File: src/rtl/cla16.sv
module cla16 #(
  parameter int GROUP_W    = 4,
  parameter int NUM_GROUPS = 4,
  localparam int W = GROUP_W * NUM_GROUPS
) (
  input  logic [W-1:0] a,
  input  logic [W-1:0] b,
  input  logic         cin,
  output logic [W-1:0] sum,
  output logic         cout
);

  // Flat lookahead: carry into position k from generate/propagate vectors.
  function automatic logic carry_at(input logic [W-1:0] gv, input logic [W-1:0] pv,
                                    input logic ci, input int k);
    logic acc;
    logic prod;
    acc = 1'b0;
    for (int j = 0; j < k; j++) begin
      prod = gv[j];
      for (int m = j + 1; m < k; m++) prod = prod & pv[m];
      acc = acc | prod;
    end
    prod = ci;
    for (int m = 0; m < k; m++) prod = prod & pv[m];
    return acc | prod;
  endfunction

  logic [W-1:0]          bit_g, bit_p;
  logic [NUM_GROUPS-1:0] grp_g, grp_p;
  logic [NUM_GROUPS:0]   grp_c;

  assign bit_g = a & b;
  assign bit_p = a ^ b;

  for (genvar gi = 0; gi < NUM_GROUPS; gi++) begin : g_slice
    logic [GROUP_W-1:0] sg, sp, sc;
    assign sg = bit_g[gi*GROUP_W +: GROUP_W];
    assign sp = bit_p[gi*GROUP_W +: GROUP_W];

    always_comb begin
      for (int k = 0; k < GROUP_W; k++)
        sc[k] = carry_at(W'(sg), W'(sp), grp_c[gi], k);
    end

    assign grp_g[gi] = carry_at(W'(sg), W'(sp), 1'b0, GROUP_W);
    assign grp_p[gi] = &sp;
    assign sum[gi*GROUP_W +: GROUP_W] = sp ^ sc;
  end

  assign grp_c[0] = cin;
  for (genvar gk = 1; gk <= NUM_GROUPS; gk++) begin : g_top
    assign grp_c[gk] = carry_at(W'(grp_g), W'(grp_p), cin, gk);
  end

  assign cout = grp_c[NUM_GROUPS];

endmodule


File: config.mk
export PLATFORM = sky130hd
export DESIGN_NAME = cla16
export DESIGN_NICKNAME = d
export VERILOG_FILES = /design/src/rtl/cla16.sv
export SDC_FILE = /design/constraint.sdc
export NUM_CORES = 1
export LEC_CHECK = 0
export BUFFER_PORTS_ARGS = -buffer_cell sky130_fd_sc_hd__buf_4
export CAP_MARGIN = 15
export CORE_AREA = 2 2 48 50
export DETAILED_ROUTE_END_ITERATION = 7
export DIE_AREA = 0 0 50 52
export GPL_ROUTABILITY_DRIVEN = 0
export PLACE_DENSITY = 0.75
export REMOVE_ABC_BUFFERS = 1
export SYNTH_ARGS = -nofsm -noshare
export SYNTH_HDL_FRONTEND = slang
export SYNTH_SLANG_ARGS = --single-unit
File: constraint.sdc
create_clock -name vclk -period 2.56
set_input_delay 0.128 -clock vclk [all_inputs]
set_output_delay 0.128 -clock vclk [all_outputs]
set_load 0.02 [all_outputs]
Yosys cells after proc, flatten, opt, wreduce, memory -nomap -nowiden
Cells that the tools add are included.
{"block": "totals", "reg_bits": 0, "in_bits": 33, "elab_cells": 102}
{"block": "classes", "bitwise": 98, "n_reduce_logical": 4}
{"operator": "1-bit AND", "count": 46}
{"operator": "1-bit bitwise OR", "count": 46}
{"operator": "16-bit AND", "count": 1}
{"operator": "4-bit AND reduction", "count": 4}
{"operator": "16-bit bitwise XOR", "count": 1}
{"operator": "4-bit bitwise XOR", "count": 4}

Logic depth before layout (Yosys ltp)
Gate-level depths: netlist of run 1.
{"block": "logic_depth", "ltp_word": 17, "depth_mapped": 10}

Worst setup path after synthesis of run 1
No wires, ideal clock.
{"block": "synth_path", "kind": "input port to output port", "start": "input port a[3]", "end": "output port sum[11]", "arrival_time_ns": 1.988, "path_slack_ns": 0.444, "stages": 10, "path_buffers": 0, "cell_sequence": "ha_1 a21oi_1 o21ai_0 o21bai_1 a21bo_2 ha_1 o21a_1 o21a_1 nor2_1 xnor2_1"}
{"block": "synth_between", "elab_chain_cells": 13, "elab_cells_between_ends": 19, "cone_classes": "18 x bitwise; 1 x reduce/logical"}
{"element": "from (decl)", "line": "6", "source": "input logic [W-1:0] a,"}
{"element": "16-bit bitwise XOR", "line": "34", "source": "assign bit_p = a ^ b;"}
{"element": "1-bit AND", "line": "21", "source": "for (int m = j + 1; m < k; m++) prod = prod & pv[m];"}
{"element": "1-bit bitwise OR (3 in a row)", "line": "22", "source": "acc = acc | prod;"}
{"element": "1-bit AND", "line": "21"}
{"element": "1-bit bitwise OR", "line": "22"}
{"element": "1-bit bitwise OR *", "line": "26", "source": "return acc | prod;"}
{"element": "1-bit AND * (3 in a row)", "line": "25", "source": "for (int m = 0; m < k; m++) prod = prod & pv[m];"}
{"element": "1-bit bitwise OR *", "line": "26"}
{"element": "4-bit bitwise XOR *", "line": "48", "source": "assign sum[gi*GROUP_W +: GROUP_W] = sp ^ sc;"}
{"element": "to (decl)", "line": "9", "source": "output logic [W-1:0] sum,"}
Every way passes the cells marked *; elsewhere a longest branch is shown, timed or not.

Final worst setup path of run 1
{"block": "layout_path", "start": "input port a[9]", "end": "output port sum[15]"}
{"block": "layout_between", "elab_chain_cells": 14, "elab_cells_between_ends": 22, "cone_classes": "21 x bitwise; 1 x reduce/logical"}
{"element": "16-bit bitwise XOR", "line": "34"}
{"element": "1-bit AND (3 in a row)", "line": "21"}
{"element": "1-bit bitwise OR (4 in a row)", "line": "22"}
{"element": "1-bit bitwise OR *", "line": "26"}
{"element": "1-bit AND * (3 in a row)", "line": "25"}
{"element": "1-bit bitwise OR *", "line": "26"}
{"element": "4-bit bitwise XOR *", "line": "48"}
Marks and branches as above.

==> run_results.csv, run 1 <==
group,metric,value,unit
placement,pre_cts_slack,134,ps
grt,grt_use_met2,0.239,
grt,globalRouteMet1Util,0.144,
worst_setup_path,path_max_fanout,4,
grt,grt_first_pass_wirelength,2590,µm
die,rows,17,
route,ant_nets,0,
worst_hold_path,hold_crit_class,"primary input to output pin",
logic_synthesis,synthesis.area,688,µm²
sta,grt_setup_unrepaired,"no",
sta,count_of_endpoints_failing_hold_in_the_final_timing_report,0,
route,drc,0,
worst_setup_path,crit_slowest_cell,"ha_1",
logic_synthesis,synth-compound-area-share,0.225,
route,vias,780,
grt,global_route.usage.total,0.118,
die,boundaryPins,50,
logic_synthesis,synth.largest_area_cell,"ha_1",
worst_setup_path,critical_path_class,"primary input to output pin",
route,detail_route.vias_per_cell,4.81,
grt,total_congestion_overflow,0,
die,initial_core_util,0.327,
die,floorplan.die.height,52,µm
run,timing.max_cap.violations,0,
cells_and_area,num-nets-final,193,
sta,timing.slew.headroom,0.786,
sta,slew_viol_final,0,
die,core_area,2110,µm²
sta,max_clock_freq,415,MHz
logic_synthesis,synth_cell_types,22,
worst_setup_path,slowest_delay,350,ps
cells_and_area,ff_latch_area,0,µm²
logic_synthesis,synth_top_family_by_area,"adder cells",
cells_and_area,post_route_cells_drive_above_1_share,0.403,
worst_setup_path,critPathArrivalTime,2280,ps
worst_setup_path,critical_path.startpoint_type,"primary input",
worst_setup_path,crit_chain,"buf_4, ha_1, a211oi_2, nor2_1, nor3_1, o211ai_1, ha_1, o21a_1, o21a_1, nor2_1, xnor2_1, buf_4",
route,initialDrtViolationCount,3,
logic_synthesis,synth_fa_ha_area_frac,0.480,
logic_synthesis,synth_simple_gate_area_frac,0.171,
sta,fin_tns_setup,0,ps
outcome,result_of_the_run,"finished, final reports clean",
grt,grt_pass1_vias,674,
cells_and_area,nClkBuffers,0,
sta,timing.final.setup_violations,0,
logic_synthesis,syn_avg_cell_area,8.29,µm²
logic_synthesis,synthesis.instances,83,
placement,i_o_buffers,50,
power,power.density,314,nW/µm²
grt,grt_busiest_layer,"met2",
route,route.detailed.wl_per_inst,10.2,µm
placement,place.detailed.hpwl,1560,µm
logic_synthesis,post-synth-top-area-fraction,0.364,
die,fp.dieW,50,µm
sta,worst_slew_pin_slew,320,ps
power,cellLeakagePower,0.574,nW
logic_synthesis,muxShareOfSynthArea,0,
cells_and_area,n_fill_cell,208,
grt,global_route.usage.met3,0.00575,
logic_synthesis,synth.yosys.warnings,0,
cells_and_area,syn_to_final_growth,61.3,%
worst_setup_path,crit_family,"compound AO/OA/AOI/OAI gates",
logic_synthesis,yosys.area_share.xor_xnor,0.102,
route,finalWirelength,1660,µm
sta,period_needed,2410,ps
grt,antenna_found_initial,0,
worst_setup_path,critical_path.endpoint_type,"output pin",
cells_and_area,insertedDiodeCount,0,
logic_synthesis,seq_area_frac_synth,0,
cells_and_area,post-route-cell-area,1110,µm²
sta,pnr_worst_setup_slack,151,ps
grt,largest_net_degree_at_the_start_of_global_routing,5,
cells_and_area,seq_cell_count,0,
sta,final.period_utilization,0.941,
route,drtPass1Iterations,4,
placement,dpl_cell_area,1110,µm²
logic_synthesis,ys_top_cells_by_area,"ha_1 (36%), fa_1 (12%), o21a_1 (8.7%), nor2_1 (6.5%), xnor2_1 (6.4%)",
worst_setup_path,cp.required,2430,ps
power,max-vdd-ir-drop,137,µV
die,design.die.area,2600,µm²
worst_setup_path,path_buf_inv,2,
[report_power, final]
group,switching (mW),internal (mW),leakage [nW]
sequential,0,0,0
combinational,0.178,0.170,0.574
clock,0,0,0
[metrics by stage]
step / power (mW) / cells / utilization / hold WS (ps)
after floorplan: 0.208 / 83 / - / 512
after CTS: 0.352 / 162 / 0.525 / 631
after global placement: 0.343 / 162 / 0.525 / 627
after detailed placement: 0.351 / 162 / 0.525 / 631
after global routing: 0.381 / 162 / 0.527 / 645
final: 0.349 / 162 / 0.527 / 628
[placed cells by master, fill, tap and decap left out, types with 2 or more instances in the layout]
cell / count
nand4_1: 2
nor2_1: 12
ha_1: 20
o21a_1: 8
a21o_1: 2
xor2_1: 3
fa_1: 4
xnor2_1: 5
nand2_1: 4
inv_1: 4
nor3_1: 5
a21oi_1: 3
buf_4: 51
[worst min-delay path, cell delays in order]
cell and delay, ps:
buf_4 90, fa_1 150, buf_4 130
[timing repair]
item / in CTS / in global routing
hold buffers: 0 / 0
buffers inserted: 0 / 0
gates resized for setup: 0 / 2
setup endpoints to repair: 0 / 1
[synthesized netlist by cell type]
| cell type | instances |
|---|---|
| a221o_1 | 1 |
| o21a_1 | 8 |
| nand2_1 | 4 |
| nand3_1 | 1 |
| nor3_1 | 5 |
| a211oi_2 | 1 |
| a21bo_2 | 1 |
| xor2_1 | 3 |
| nand4_1 | 2 |
| nor2_1 | 12 |
| o211ai_1 | 1 |
| a21o_1 | 2 |
| ha_1 | 20 |
| a21oi_1 | 3 |
| and4_1 | 1 |
| xnor2_1 | 5 |
| o21bai_1 | 1 |
| inv_1 | 4 |
| fa_1 | 4 |
| nor4_1 | 1 |
| o21ai_0 | 2 |
| a211oi_1 | 1 |
[final cells by class]
type                            count  area, µm²  area share
Tap cell                           28       35.0      0.0316
Multi-Input combinational cell     79        677       0.610
Inverter                            4       15.0      0.0135
Timing Repair Buffer               51        383       0.345
[routing by layer]
metal | wire, µm | share of wire | vias up
met1 | 643 | 0.39 | 353
li1 | - | - | 407
met3 | 63 | 0.038 | 0
met4 | 0 | 0 | 0
met5 | 0 | 0 | -
met2 | 953 | 0.57 | 20
[logic make-up (layout without fill, tap and decap cells)]
family                   Yosys count  count (layout)
XOR/XNOR                           8               8
buffers and inverters              4              55
AND/OR/NAND/NOR                   26              26
AO/OA/AOI/OAI                     21              21
adder cells (fa/ha/maj)           24              24
[final timing paths]
| check | from | end | slack [ps] | depth (start not counted) |
|---|---|---|---|---|
| max | a[9] | sum[15] | 150 | 12 |
| min | b[4] | sum[4] | 630 | 3 |
(Power assumes the default switching activity.)
==> run 2, diff against run 1 <==
==> constraint.sdc (replaced) <==
create_clock -name vclk -period 2.5
set_input_delay 0.125 -clock vclk [all_inputs]
set_output_delay 0.125 -clock vclk [all_outputs]
set_load 0.02 [all_outputs]
==> run_results.csv, run 2 (synthesis gave the netlist of run 1 again) <==
group,metric,value,unit
cells_and_area,seq_cell_count,0,
cells_and_area,final_util,0.554,
grt,global_route.usage.total,0.132,
route,drtPass1Iterations,4,
die,floorplan.die.height,52,µm
route,vias,813,
cells_and_area,multiInputGateArea,711,µm²
sta,timing.final.setup_violations,0,
clock_network,cts_hold_repair.buffers,0,
cells_and_area,insertedDiodeCount,0,
worst_setup_path,crit_chain,"buf_4, ha_1, a21oi_1, o21ai_1, o21bai_4, a21bo_2, ha_1, o21a_1, o21a_1, nor2_1, xnor2_1, buf_4",
placement,place.detailed.hpwl,1610,µm
route,finalWirelength,1820,µm
cells_and_area,ff_latch_area,0,µm²
grt,grt_pass1_vias,724,
power,power.density,322,nW/µm²
cells_and_area,layout_commonest_cell,"buf_4",
cells_and_area,nClkBuffers,0,
sta,final.period_utilization,0.932,
route,ant_nets,0,
sta,slew_viol_final,0,
sta,pnr_worst_setup_slack,169,ps
die,initial_core_util,0.327,
worst_setup_path,crit_slowest_cell,"ha_1",
sta,count_of_endpoints_failing_hold_in_the_final_timing_report,0,
sta,worst_slew_pin_slew,280,ps
cells_and_area,post-route-cell-area,1170,µm²
sta,timing.slew.headroom,0.812,
die,design.die.area,2600,µm²
cells_and_area,post_route_cells_drive_above_1_share,0.453,
die,core_area,2110,µm²
worst_setup_path,critPathArrivalTime,2210,ps
route,drc,0,
placement,dp.cells,162,
die,boundaryPins,50,
cells_and_area,layout.cells.most_common_list,"buf_4 (54), ha_1 (18), nor2_1 (11)",
grt,grt_first_pass_wirelength,2850,µm
worst_hold_path,hold_crit_class,"primary input to output pin",
worst_setup_path,slowest_delay,330,ps
power,cellLeakagePower,0.588,nW
die,rows,17,
route,route.detailed.wl_per_inst,11.1,µm
run,timing.max_cap.violations,0,
worst_setup_path,critical_path.endpoint_type,"output pin",
grt,total_congestion_overflow,0,
grt,largest_net_degree_at_the_start_of_global_routing,5,
power,max-vdd-ir-drop,157,µV
grt,antenna_found_initial,0,
die,fp.dieW,50,µm
worst_setup_path,critical_path.startpoint_type,"primary input",
placement,dpl_cell_area,1110,µm²
placement,i_o_buffers,50,
route,initialDrtViolationCount,6,
worst_setup_path,critical_path_class,"primary input to output pin",
cells_and_area,num-nets-final,196,
worst_setup_path,cp.required,2380,ps
worst_setup_path,path_max_fanout,3,
cells_and_area,syn_to_final_growth,69.5,%
outcome,result_of_the_run,"finished, final reports clean",
sta,max_clock_freq,429,MHz
cells_and_area,stdcell_count,165,
sta,whs,622,ps
route,detail_route.vias_per_cell,4.93,
worst_hold_path,hold_depth,3,
cells_and_area,n_fill_cell,195,
placement,pre_cts_slack,56.9,ps
sta,period_needed,2330,ps
## run 2: power by group
group          internal, mW  switching [mW]
logic                 0.186           0.190
registers                 0               0
clock network             0               0
total                 0.186           0.190
## run 2: per-stage QoR
stage	setup TNS, ps	total power [mW]
detailed placement	0	0.359
CTS	0	0.360
floorplan	0	0.213
global route	-4.83	0.410
finish	0	0.375
global placement	0	0.351
## run 2: repair_timing
item	4_1_cts	5_1_grt
endpoints found under the hold margin	0	0
setup endpoints to repair	0	2
buffers inserted	0	3
resized for setup	0	9
## run 2: layer usage
layer,track usage,vias to the layer above,part of all wire
li1,-,416,-
met5,0,-,0
met2,0.276,24,0.58
met4,0,0,0
met1,0.153,373,0.37
met3,0.00575,0,0.042
## run 2: worst paths after layout
check	start	endpoint
setup / recovery	a[3]	sum[11]
hold / removal	b[4]	sum[4]
## run 2: cell type report
type                            instances  share of cell area
Multi-Input combinational cell         79               0.609
Timing Repair Buffer                   54               0.348
Tap cell                               28              0.0300
Inverter                                4              0.0129
## run 2: critical path: cells and delay by family
kind	cells	cell delay, ps
buf+inv	2	270
compound gates	6	1040
simple gates	1	110
xor+xnor	1	130
fa+ha+maj	2	510
